==> config.mk <==
export PLATFORM = sky130hd
export DESIGN_NAME = pio_strobe_timer
export DESIGN_NICKNAME = d
export VERILOG_FILES = /design/src/rtl/pio_strobe_pkg.sv /design/src/rtl/pio_cfg_regs.sv /design/src/rtl/pio_phase_seq.sv /design/src/rtl/pio_strobe_timer.sv
export SDC_FILE = /design/constraint.sdc
export NUM_CORES = 1
export LEC_CHECK = 0
export ABC_CLOCK_PERIOD_IN_PS = 2200
export BUFFER_PORTS_ARGS = -buffer_cell sky130_fd_sc_hd__buf_2
export CAP_MARGIN = 20
export CORE_ASPECT_RATIO = 0.8
export CORE_MARGIN = 3
export CORE_UTILIZATION = 52
export DETAILED_ROUTE_END_ITERATION = 8
export PLACE_DENSITY = 0.78
export SLEW_MARGIN = 20
export SYNTH_ARGS = -nofsm -noshare
export SYNTH_HDL_FRONTEND = slang
export SYNTH_SLANG_ARGS = --single-unit
==> constraint.sdc <==
create_clock -name clk -period 2.2 [get_ports clk]
set_clock_uncertainty 0.1 [all_clocks]
set_input_delay 0.22 -clock clk [delete_from_list [all_inputs] [get_ports clk]]
set_output_delay 0.22 -clock clk [all_outputs]
set_load 0.02 [all_outputs]
==> src/rtl/pio_strobe_pkg.sv <==
package pio_strobe_pkg;
  localparam int SETUP_LSB   = 27;
  localparam int SETUP_W     = 4;
  localparam int ACT_LSB     = 20;
  localparam int ACT_W       = 6;
  localparam int REC_LSB     = 13;
  localparam int REC_W       = 6;
  localparam int HOLD_LSB    = 9;
  localparam int HOLD_W      = 3;
  localparam int FASTDEV_BIT = 28;
  localparam int WAIT_LSB    = 23;

  typedef struct packed {
    logic [SETUP_W-1:0] setup;
    logic [ACT_W-1:0]   act;
    logic [REC_W-1:0]   rec;
    logic [HOLD_W-1:0]  hold;
  } timing_t;

  typedef enum logic [2:0] {
    PH_IDLE, PH_SETUP, PH_ACTIVE, PH_HOLD, PH_RECOVER
  } phase_e;

  function automatic timing_t unpack_timing(input logic [31:0] w);
    timing_t t;
    t.setup = w[SETUP_LSB +: SETUP_W];
    t.act   = w[ACT_LSB   +: ACT_W];
    t.rec   = w[REC_LSB   +: REC_W];
    t.hold  = w[HOLD_LSB  +: HOLD_W];
    return t;
  endfunction

  function automatic timing_t make_timing(input int unsigned s, input int unsigned a,
                                          input int unsigned r, input int unsigned h);
    timing_t t;
    t.setup = SETUP_W'(s);
    t.act   = ACT_W'(a);
    t.rec   = REC_W'(r);
    t.hold  = HOLD_W'(h);
    return t;
  endfunction

  // number of clocks spent waiting on a low ready before giving up
  function automatic int unsigned wait_clocks(input int unsigned field);
    return 8 * field + 1;
  endfunction
endpackage

==> src/rtl/pio_cfg_regs.sv <==
module pio_cfg_regs
  import pio_strobe_pkg::*;
#(
  parameter int TMO_W   = 4,
  parameter int TMO_RST = 11,
  parameter int DEF_S   = 6,
  parameter int DEF_A   = 19,
  parameter int DEF_R   = 15,
  parameter int DEF_H   = 2
) (
  input  logic             clk,
  input  logic             rst_n,
  input  logic             cfg_we,
  input  logic [1:0]       cfg_addr,
  input  logic [31:0]      cfg_wdata,
  input  logic             dev_we,
  input  logic             dev_bit,
  output timing_t          sel_timing,
  output logic [TMO_W-1:0] wait_field
);
  localparam timing_t DEF_T = make_timing(DEF_S, DEF_A, DEF_R, DEF_H);

  timing_t slow_q, fast_q;
  logic    fast_dev_q, drive_q;
  logic    unused_bits;

  assign unused_bits = ^{cfg_wdata[31], cfg_wdata[8:0]};

  always_ff @(posedge clk) begin
    if (!rst_n) begin
      slow_q     <= DEF_T;
      fast_q     <= DEF_T;
      fast_dev_q <= 1'b0;
      wait_field <= TMO_W'(TMO_RST);
      drive_q    <= 1'b0;
    end else begin
      if (cfg_we) begin
        case (cfg_addr)
          2'd0: slow_q     <= unpack_timing(cfg_wdata);
          2'd1: fast_q     <= unpack_timing(cfg_wdata);
          2'd2: fast_dev_q <= cfg_wdata[FASTDEV_BIT];
          default: wait_field <= cfg_wdata[WAIT_LSB +: TMO_W];
        endcase
      end
      if (dev_we) drive_q <= dev_bit;
    end
  end

  assign sel_timing = (drive_q == fast_dev_q) ? fast_q : slow_q;
endmodule

==> src/rtl/pio_phase_seq.sv <==
module pio_phase_seq
  import pio_strobe_pkg::*;
#(
  parameter int TMO_W = 4
) (
  input  logic             clk,
  input  logic             rst_n,
  input  logic             acc_req,
  input  logic             iordy,
  input  timing_t          sel_timing,
  input  logic [TMO_W-1:0] wait_field,
  output logic             accept,
  output logic             timeout_hit,
  output logic             busy,
  output logic             addr_en,
  output logic             strobe,
  output logic             latch_en,
  output logic             rdy_timeout
);
  localparam int CNT_W  = ACT_W + 1;
  localparam int WAIT_W = TMO_W + 4;

  phase_e           phase;
  logic [CNT_W-1:0] cnt;
  logic [WAIT_W-1:0] wcnt;
  timing_t          cur;
  logic [TMO_W-1:0] cur_wait;
  logic             min_done, step_done;

  assign accept      = (phase == PH_IDLE) && acc_req;
  assign min_done    = (phase == PH_ACTIVE) && (cnt == CNT_W'(cur.act));
  assign timeout_hit = min_done && !iordy &&
                       (wcnt == WAIT_W'(wait_clocks(32'(cur_wait)) - 1));

  always_comb begin
    case (phase)
      PH_SETUP:   step_done = (cnt == CNT_W'(cur.setup));
      PH_HOLD:    step_done = (cnt == CNT_W'(cur.hold));
      PH_RECOVER: step_done = (cnt == CNT_W'(cur.rec));
      default:    step_done = 1'b0;
    endcase
  end

  always_ff @(posedge clk) begin
    if (!rst_n) begin
      phase       <= PH_IDLE;
      cnt         <= '0;
      wcnt        <= '0;
      cur         <= '0;
      cur_wait    <= '0;
      rdy_timeout <= 1'b0;
    end else begin
      case (phase)
        PH_IDLE: if (accept) begin
          cur      <= sel_timing;
          cur_wait <= wait_field;
          cnt      <= '0;
          phase    <= PH_SETUP;
        end
        PH_ACTIVE: begin
          if (!min_done) cnt <= cnt + 1'b1;
          else if (iordy || timeout_hit) begin
            cnt   <= '0;
            phase <= PH_HOLD;
            if (timeout_hit) rdy_timeout <= 1'b1;
          end else wcnt <= wcnt + 1'b1;
        end
        default: begin
          if (!step_done) cnt <= cnt + 1'b1;
          else begin
            cnt  <= '0;
            wcnt <= '0;
            case (phase)
              PH_SETUP: phase <= PH_ACTIVE;
              PH_HOLD:  phase <= PH_RECOVER;
              default:  phase <= PH_IDLE;
            endcase
          end
        end
      endcase
    end
  end

  assign busy     = (phase != PH_IDLE);
  assign strobe   = (phase == PH_ACTIVE);
  assign addr_en  = (phase == PH_SETUP) || (phase == PH_ACTIVE) || (phase == PH_HOLD);
  assign latch_en = min_done && iordy;
endmodule

==> src/rtl/pio_strobe_timer.sv <==
module pio_strobe_timer
  import pio_strobe_pkg::*;
#(
  parameter int TMO_W   = 4,
  parameter int TMO_RST = 11
) (
  input  logic        clk,
  input  logic        rst_n,
  input  logic        cfg_we,
  input  logic [1:0]  cfg_addr,
  input  logic [31:0] cfg_wdata,
  input  logic        dev_we,
  input  logic        dev_bit,
  input  logic        acc_req,
  input  logic        iordy,
  output logic        busy,
  output logic        addr_en,
  output logic        strobe,
  output logic        latch_en,
  output logic        rdy_timeout
);
  timing_t          sel_timing;
  logic [TMO_W-1:0] wait_field;
  logic             accept, timeout_hit;

  pio_cfg_regs #(.TMO_W(TMO_W), .TMO_RST(TMO_RST)) regs_i (
    .clk(clk), .rst_n(rst_n), .cfg_we(cfg_we), .cfg_addr(cfg_addr),
    .cfg_wdata(cfg_wdata), .dev_we(dev_we), .dev_bit(dev_bit),
    .sel_timing(sel_timing), .wait_field(wait_field)
  );

  pio_phase_seq #(.TMO_W(TMO_W)) seq_i (
    .clk(clk), .rst_n(rst_n), .acc_req(acc_req), .iordy(iordy),
    .sel_timing(sel_timing), .wait_field(wait_field),
    .accept(accept), .timeout_hit(timeout_hit),
    .busy(busy), .addr_en(addr_en), .strobe(strobe),
    .latch_en(latch_en), .rdy_timeout(rdy_timeout)
  );
endmodule

After elaboration in Yosys (flattened, before gate mapping)
Index checks and enable logic that the tools add are counted.
{ "totals": {"elab_cells": 84, "input_bits": 41, "reg_bits": 86, "out_inout_bits": 5} }
{ "classes": {"n_eq_ne": 17, "reduce_logical": 24, "mux": 17, "bitwise_logic": 2, "add_sub_neg": 4} }
{ "ops": {"columns": ["cell", "n"], "rows": [
  ["two-way mux 7 bit", 4],
  ["two-way mux 8 bit", 3],
  ["two-way mux 19 bit", 1],
  ["case mux 8 bit (2 select lines)", 1],
  ["equality test 7 x 6 -> 1 bit", 2],
  ["case mux 7 bit (2 select lines)", 1],
  ["two-way mux 3 bit", 4],
  ["case mux 3 bit (2 select lines)", 2],
  ["AND reduction 2 bit", 6],
  ["AND reduction 4 bit", 3],
  ["adder 7 x 1 -> 8 bit (second input constant)", 1],
  ["adder 8 x 1 -> 8 bit (second input constant)", 1],
  ["equality test 8 bit", 1],
  ["subtractor 8 x 1 -> 8 bit (second input constant)", 1],
  ["adder 7 x 1 -> 7 bit (second input constant)", 1],
  ["equality test 7 x 3 -> 1 bit", 1],
  ["equality test 7 x 4 -> 1 bit", 1],
  ["equality test 3 x 2 -> 1 bit (second input constant)", 2],
  ["nonzero test 3 bit", 2],
  ["logical AND 1 bit", 5],
  ["inequality test 2 x 1 -> 1 bit (second input constant)", 2],
  ["inequality test 2 bit (second input constant)", 2],
  ["equality test 3 x 1 -> 1 bit (second input constant)", 1],
  ["equality test 3 bit (second input constant)", 1],
  ["12 further kinds", 15]
]} }

Depth between registers and ports, before layout
Gate-level depths: netlist of the first run.
{ "depth": {"ltp_word": 8, "mapped_depth": 10, "ltp_nobuf": 8} }

Hierarchy
A second synthesis of the first run with hierarchy kept.
{ "hier_totals": {"hier_cells": 476, "area_unflattened_um2": 4266.6} }
{ "by_module_without_submodules": {"columns": ["mod", "cells_per_inst", "instances", "area_per_inst_um2", "seq_area_each_um2"], "rows": [
  ["pio_phase_seq", 283, 1, 2222.1, 840.8],
  ["pio_cfg_regs", 193, 1, 2044.5, 880.8]
]} }

Worst setup path after synthesis of the first run
OpenSTA, ideal clock, no wires.
{ "synth_path": {"kind": "flip-flop to flip-flop", "from": "register seq_i.phase[0]", "to": "register seq_i.wcnt[1]", "stages_incl_launch_ff": 10, "t_arrival_ns": 2.042, "path_buffers": 1, "required_ns": 1.985, "slack_ns": -0.056, "synth_period_minus_slack_ns": 2.256, "setup_ns": 0.115, "path_cell_list": "dfxtp_1 or3b_4 o22ai_2 or3_1 nand4_1 nand4b_1 buf_2 a221o_1 mux2i_1 and2_1"} }
{ "synth_between": {"elab_chain_len": 7, "elab_cells_between_ends": 16, "cone_classes": "eq/ne (6); mux (2); bitwise (1); reduce/logical (7)"} }
{ "synth_lines": {"columns": ["item", "line", "source"], "rows": [
  ["start, declared", "pio_phase_seq.sv:23", "phase_e phase;"],
  ["start signal, assigned", "pio_phase_seq.sv:46", "phase <= PH_IDLE;"],
  ["start signal, assigned", "pio_phase_seq.sv:58", "phase <= PH_SETUP;"],
  ["start signal, assigned", "pio_phase_seq.sv:64", "phase <= PH_HOLD;"],
  ["equality test 3 x 2 -> 1 bit", "pio_phase_seq.sv:31, pio_phase_seq.sv:53", null],
  ["logical AND 1 bit", "pio_phase_seq.sv:31", "assign min_done = (phase == PH_ACTIVE) && (cnt == CNT_W'(cur.act));"],
  ["logical AND 1 bit (2 in series)", "pio_phase_seq.sv:32", "assign timeout_hit = min_done && !iordy &&"],
  ["logical OR 1 bit", "pio_phase_seq.sv:62", "else if (iordy || timeout_hit) begin"],
  ["inequality test 2 bit (no line)", null, null],
  ["AND reduction 4 bit (no line)", null, null],
  ["end signal, assigned", "pio_phase_seq.sv:66", "end else wcnt <= wcnt + 1'b1;"],
  ["end, declared", "pio_phase_seq.sv:25", "logic [WAIT_W-1:0] wcnt;"]
]} }
Parallel ways exist; a longest one is shown, timed or not.
A chain may end at the register's enable or synchronous reset.

Final worst setup path of the first run
{ "layout_path": {"from": "register seq_i.phase[2]", "to": "register seq_i.wcnt[1]"} }
Same word-level chain as after synthesis.

==> impl_metrics.env, run 1 <==
export IMPL_comb_power_share_pct=23.9
export IMPL_cts_path_max_buffers=2
export IMPL_dpl_hpwl_um=6260
export IMPL_grt_pass1_vias=3417
export IMPL_io_pins=46
export IMPL_power_switching_mw=1.13
export IMPL_insertion_delay_ps=360
export IMPL_route_final_wire_length_um=9380
export IMPL_synth_area_per_cell_sq_um=8.46
export IMPL_routedWlPerCell_um=14.6
export IMPL_drive_above_1_share_pct=22.8
export IMPL_ys_flop_type="dfxtp_1"
export IMPL_seq_area_frac_synth_pct=43.7
export IMPL_io_buffers=33
export IMPL_slowest_delay_ps=480
export IMPL_holdCritPathClass="input pin to register"
export IMPL_slew_headroom_pct=67.7
export IMPL_synth_edf_count=0
export IMPL_multi_input_area_sq_mm=0.00221
export IMPL_yosys_warnings=0
export IMPL_vias=3510
export IMPL_areaGrowthSynthToFinish_pct=24.9
export IMPL_final_seq_area_sq_mm=0.00173
export IMPL_outcome="complete, but fails checks"
export IMPL_clock_root_buffer="clkbuf_8"
export IMPL_violations="negative setup slack"
export IMPL_fin_crit_sh_pct=108
export IMPL_synth_top_cell_by_area="dfxtp_1"
export IMPL_worstPathRequired_ps=2370
export IMPL_hold_slack_ps=11.9
export IMPL_setup_violations=19
export IMPL_post_route_min_period_ps=2380
export IMPL_postRouteAntennaNets=0
export IMPL_swShare_pct=30.4
export IMPL_synth_area_leaders="dfxtp_1, nand2_1, mux2i_1"
export IMPL_ys_types=49
export IMPL_drt_vias_per_instance=5.48
export IMPL_seqPwrFrac_pct=47.1
export IMPL_h_tree_depth=3
export IMPL_fmax_ghz=0.419
export IMPL_first_pass_iters=4
export IMPL_p_total_mw=3.71
export IMPL_grt_first_pass_wirelength_um=15600
export IMPL_die_w_um=103
export IMPL_fillers=543
export IMPL_yosysMostFrequentCell="nand2_1"
export IMPL_synth_top_cell_area_share_pct=43.7
export IMPL_antenna_found_initial=0
export IMPL_crit_chain="or3b_4 > o22ai_2 > or3_1 > nand4_1 > nand4b_1 > a221o_2 > mux2i_1 > and2_1"
export IMPL_layout_setup_ws_ps=-184
export IMPL_rsz0062_at_grt="yes"
export IMPL_diodes=0
export IMPL_power_density_mw_per_mm2=754
export IMPL_nets=579
export IMPL_cts_tree="yes"
export IMPL_dr_first_iter_drc_count=135
export IMPL_ys_async_sr_fraction_pct=0
export IMPL_worstMarginPinSlew_ps=481
export IMPL_numCtsBuffers=9
export IMPL_die_y_um=83.9
export IMPL_clk_pin_slew_ps=90
export IMPL_overflow=0
export IMPL_synth_nets=510
export IMPL_crit_path_end_kind="register"
export IMPL_hold_viol_final=0
export IMPL_start_util_pct=55.3
export IMPL_grt_max_degree=43
export IMPL_core_sq_mm=0.00713
export IMPL_drc=0
export IMPL_num_rows=27
export IMPL_internal_power_mw=2.59
export IMPL_track_usage_pct=22.5
export IMPL_place_congestion=0.865
export IMPL_leakagePower_nw=2.33
export IMPL_peakVddDrop_uv=432
export IMPL_synth_seq_cells=86
export IMPL_slew_viol_final=0
export IMPL_slowest_stage="a221o_2"
export IMPL_crit_arrival_ps=2550
export IMPL_critPathLaunchType="register"
export IMPL_clkPwrFrac_pct=28.9
export IMPL_cts_sinks=86
export IMPL_synthTopCellsByCount="nand2_1, dfxtp_1, mux2i_1"
export IMPL_cap_violations=0
export IMPL_critPathKind="register to register"
export IMPL_syn_inst=466
export IMPL_syn_area_sq_mm=0.00394
export IMPL_worstPathMaxFanout=8
export IMPL_dieArea_sq_mm=0.00867
[what timing repair did]
item | in CTS | in global routing
resized for setup | 33 | 8
hold buffers | 11 | 0
setup endpoints to repair | 19 | 19
hold endpoints to repair | 19 | 0
buffers inserted | 7 | 3
pin swaps | 22 | 9
[worst paths after layout]
| check | startpoint | endpoint | slack, ps | cells after the start |
|---|---|---|---|---|
| min reg2reg | regs_i.slow_q[0] | regs_i.slow_q[0] | 370 | 2 |
| max reg2reg | seq_i.phase[2] | seq_i.wcnt[1] | -180 | 8 |
| max | seq_i.phase[2] | seq_i.wcnt[1] | -180 | 8 |
| min | cfg_wdata[9] | regs_i.slow_q[0] | 10 | 3 |
[per-layer routing]
metal,vias up,share of wire [%],track usage [%]
met5,-,0,0
met4,0,1.7,7.18
met3,14,5.0,5.10
met2,103,49,37.3
met1,1645,44,28.7
li1,1748,-,-
[critical path, delay by kind of cell (launching register included)]
family / cells / cell delay, ps
AND/OR/NAND/NOR: 5 / 1080
AO/OA/AOI/OAI: 2 / 620
multiplexers: 1 / 150
flip-flops: 1 / 360
[power by group through the flow]
stage,Combinational [mW],Sequential [mW],Clock (mW)
floorplan,0.483,1.76,0
global placement,0.714,1.77,0
detailed placement,0.737,1.78,0
CTS,0.852,1.75,1.09
global route,0.977,1.76,1.14
finish,0.889,1.75,1.07
[metrics by stage]
stage	setup slack (ps)	util [%]	setup TNS [ps]	cell area, sq um	std cells
6_report	-184	69.1	-2350	4920	641
5_1_grt	-303	69.1	-4570	4920	641
4_1_cts	-174	68.4	-1770	4870	638
3_5_place_dp	-234	61.7	-2680	4400	604
3_3_place_gp	-167	61.7	-1590	4400	604
2_1_floorplan	-56.5	-	-56.5	3940	466
[cell type report]
| type | count | share of cell area, % |
|---|---|---|
| multi-input cells | 345 | 44.9 |
| well taps | 101 | 2.57 |
| inverters | 8 | 0.610 |
| repair buffers | 85 | 12.9 |
| clock buffers | 11 | 3.07 |
| flip-flops and latches | 86 | 35.1 |
| clock inverters | 5 | 0.839 |
[cells in the final DEF, fill, tap and decap left out, drive strengths merged, types with 7 or more instances in the layout]
cell type and count:
nand2 117, dfxtp 86, buf 74, mux2i 27, a21boi 24, nand3 23
o21ai 21, nor2 20, o211a 19, a21oi 13, clkbuf 11, dlygate4sd3 11
xor2 10, inv 10, and3 7, xnor2 7
[registers in the layout (all words and copies together) (netlist names)]
signal and cells:
regs_i.drive_q 1, regs_i.fast_dev_q 1, regs_i.fast_q 19, regs_i.slow_q 19, regs_i.wait_field 4, seq_i.cnt 7, seq_i.cur 19, seq_i.cur_wait 4
seq_i.phase 3, seq_i.rdy_timeout 1, seq_i.wcnt 8
[cell families (layout without fill, tap and decap cells)]
kind of cell               Yosys count  in the layout  synth area share (%)
adders and majority gates            3              3                 0.952
muxes                               27             27                  6.86
AOI/OAI and AO/OA                   93             93                  17.5
DFF                                 86             86                  43.7
buffers and inverters               35            109                  3.56
xor gates and xnor gates            17             17                  3.78
and+or+nand+nor                    205            205                  23.7
Power figures use the tool's default switching activity.
==> run 2, diff against run 1 <==
- CORE_UTILIZATION: 52 -> 53
- GPL_TIMING_DRIVEN: not set -> 0
- PLACE_DENSITY: 0.78 -> 0.79
- SYNTH_HIERARCHICAL: not set -> 1
==> impl_metrics.env, run 2 <==
export IMPL_layout_common_cells="nand2_1, dfxtp_1, mux2i_1"
export IMPL_synth_nets=520
export IMPL_p_total_mw=3.39
export IMPL_io_pins=46
export IMPL_dpl_hpwl_um=7120
export IMPL_nets=579
export IMPL_worstMarginPinSlew_ps=541
export IMPL_critPathLaunchType="register"
export IMPL_setup_violations=3
export IMPL_synth_edf_count=0
export IMPL_violations="negative setup slack"
export IMPL_rsz0062_at_grt="yes"
export IMPL_grt_max_degree=15
export IMPL_core_sq_mm=0.00760
export IMPL_drc=0
export IMPL_postRouteAntennaNets=0
export IMPL_routedWlPerCell_um=16.6
export IMPL_cts_path_max_buffers=2
export IMPL_reg2reg_depth=8
export IMPL_final_common_cell="nand2_1"
export IMPL_numCtsBuffers=9
export IMPL_h_tree_depth=3
export IMPL_synthTopCellsByCount="dfxtp_1, nand2_1, mux2i_1"
export IMPL_crit_arrival_ps=2410
export IMPL_hold_path_startpoint="dev_bit"
export IMPL_top_regs="regs_i/fast_q x19, regs_i/slow_q x19, seq_i/cur x19"
export IMPL_seq_area_frac_synth_pct=40.4
export IMPL_num_rows=28
export IMPL_leakagePower_nw=2.05
export IMPL_r2r_slack_ps=-30
export IMPL_slew_viol_final=0
export IMPL_slowest_stage="or4_1"
export IMPL_insertion_delay_ps=360
export IMPL_synth_area_per_cell_sq_um=8.96
export IMPL_yosysMostFrequentCell="dfxtp_1"
export IMPL_synth_area_leaders="dfxtp_1, mux2i_1, nand2_1"
export IMPL_grt_pass1_vias=3691
export IMPL_critPathKind="register to register"
export IMPL_grt_first_pass_wirelength_um=17300
export IMPL_slew_headroom_pct=63.9
export IMPL_worstPathMaxFanout=6
export IMPL_cap_violations=0
export IMPL_synth_seq_cells=86
export IMPL_holdCritPathClass="input pin to register"
export IMPL_start_util_pct=56.1
export IMPL_vias=3651
export IMPL_route_final_wire_length_um=10700
export IMPL_peakVddDrop_uv=375
export IMPL_cts_sinks=86
export IMPL_slowest_delay_ps=500
export IMPL_synth_top_cell_area_share_pct=40.4
export IMPL_antenna_found_initial=0
export IMPL_min_delay_path_depth=3
export IMPL_drt_vias_per_instance=5.66
export IMPL_cts_tree="yes"
export IMPL_first_pass_iters=4
export IMPL_dieArea_sq_mm=0.00917
export IMPL_clk_pin_slew_ps=90
export IMPL_timing_rr_end="seq_i/phase[1]"
export IMPL_clock_root_buffer="clkbuf_8"
export IMPL_ys_types=53
export IMPL_overflow=0
export IMPL_post_route_min_period_ps=2230
export IMPL_crit_path_end_kind="register"
export IMPL_ys_flop_type="dfxtp_1"
export IMPL_dr_first_iter_drc_count=216
export IMPL_place_congestion=0.941
export IMPL_power_density_mw_per_mm2=676
export IMPL_drive_above_1_share_pct=22.2
export IMPL_ys_async_sr_fraction_pct=0
export IMPL_whs_endpoint="regs_i/drive_q"
export IMPL_io_buffers=33
export IMPL_synth_top_cell_by_area="dfxtp_1"
export IMPL_r2r_start="seq_i/phase[1]"
export IMPL_track_usage_pct=23.6
export IMPL_ctsHoldBuffers=0
export IMPL_die_y_um=86.3
export IMPL_syn_inst=476
export IMPL_yosys_warnings=6
export IMPL_layout_setup_ws_ps=-30.7
export IMPL_hold_viol_final=0
export IMPL_areaGrowthSynthToFinish_pct=17.4
export IMPL_fmax_ghz=0.448
export IMPL_fin_crit_sh_pct=101
export IMPL_die_w_um=106
export IMPL_crit_chain="buf_6 > buf_4 > inv_1 > a211oi_1 > nor4_1 > nand4_1 > or4_1 > a21oi_1"
export IMPL_diodes=0
export IMPL_syn_area_sq_mm=0.00427
export IMPL_outcome="complete, but fails checks"
export IMPL_worstPathRequired_ps=2380
export IMPL_preCtsSetupSlack_ps=-313
==> run 2: cell types whose count changed in the layout (fill, tap and decap cells not counted), moves of 10 or more <==
cell / change
nand2_1: -32
nor2b_1: +32
a21oi_1: +25
a21boi_0: -20
o211a_1: -19
buf_4: -18
mux2i_1: +16
nand3_1: -15
clkbuf_1: +14
dlygate4sd3_1: -11
mux2_4: +10
==> run 2: area by class of cell <==
type,count,area [sq um]
fill,595,2590
multi-input combinational,354,2470
sequential,86,1730
timing repair buffer,48,292
buffer,27,164
clock buffer,11,131
tap,105,131
clock inverter,5,60.1
inverter,9,33.8
==> run 2: what timing repair did <==
item,CTS,global route
pin swaps,7,7
endpoints found under the hold margin,0,0
setup buffers,10,5
setup endpoints to repair,19,37
gates cloned,1,0
gates resized for setup,21,21
==> run 2: how the worst max path moves through the flow <==
stage                        start        endpoint  slack [ps]  cells past startpoint
floorplan           seq_i/phase[1]    seq_i/cnt[0]          40                      7
global placement    seq_i/phase[1]        latch_en        -280                      8
detailed placement    seq_i/cnt[2]        latch_en        -310                      7
CTS                 seq_i/phase[1]        latch_en         -10                      8
global route        seq_i/phase[1]   seq_i/wcnt[0]        -110                     10
finish              seq_i/phase[1]  seq_i/phase[1]         -30                      8
==> run 2: where the power goes <==
group / internal (mW) / total (mW) / switching [mW]
combinational: 0.258 / 0.606 / 0.349
clock: 0.528 / 1.10 / 0.574
sequential: 1.63 / 1.68 / 0.0523
total: 2.41 / 3.39 / 0.975
==> run 2: critical path, delay by kind of cell, from the launching register on <==
kind / cells / cell delay [ps]
and+or+nand+nor: 3 / 1060
DFF: 1 / 330
buffers and inverters: 3 / 420
AOI/OAI and AO/OA: 2 / 250
==> run 2: stage by stage <==
| stage | utilization, % | hold slack (ps) | std cells | setup TNS, ps | area [sq um] |
|---|---|---|---|---|---|
| floorplan | - | 259 | 476 | 0 | 4270 |
| global placement | 60.0 | 340 | 614 | -3180 | 4560 |
| detailed placement | 60.0 | 345 | 614 | -4130 | 4560 |
| CTS | 64.6 | 5.92 | 640 | -13.7 | 4910 |
| global route | 65.9 | 25.8 | 645 | -919 | 5010 |
| finish | 65.9 | 18.4 | 645 | -42.4 | 5010 |
==> run 2: routing by layer <==
layer,GRT usage [%],wire [um]
met2,39.0,5100
met1,29.4,4670
met4,10.9,281
met5,0,0
met3,5.66,638
==> run 2: logic make-up (layout without fill, tap and decap cells) <==
logic type	after synthesis	after routing	synth area share (%)
buf+inv	37	100	3.96
fa+ha+maj	3	3	0.880
simple gates	203	203	24.4
compound gates	61	62	9.06
xor+xnor	24	24	5.37
mux	62	62	16.0
flops	86	86	40.4
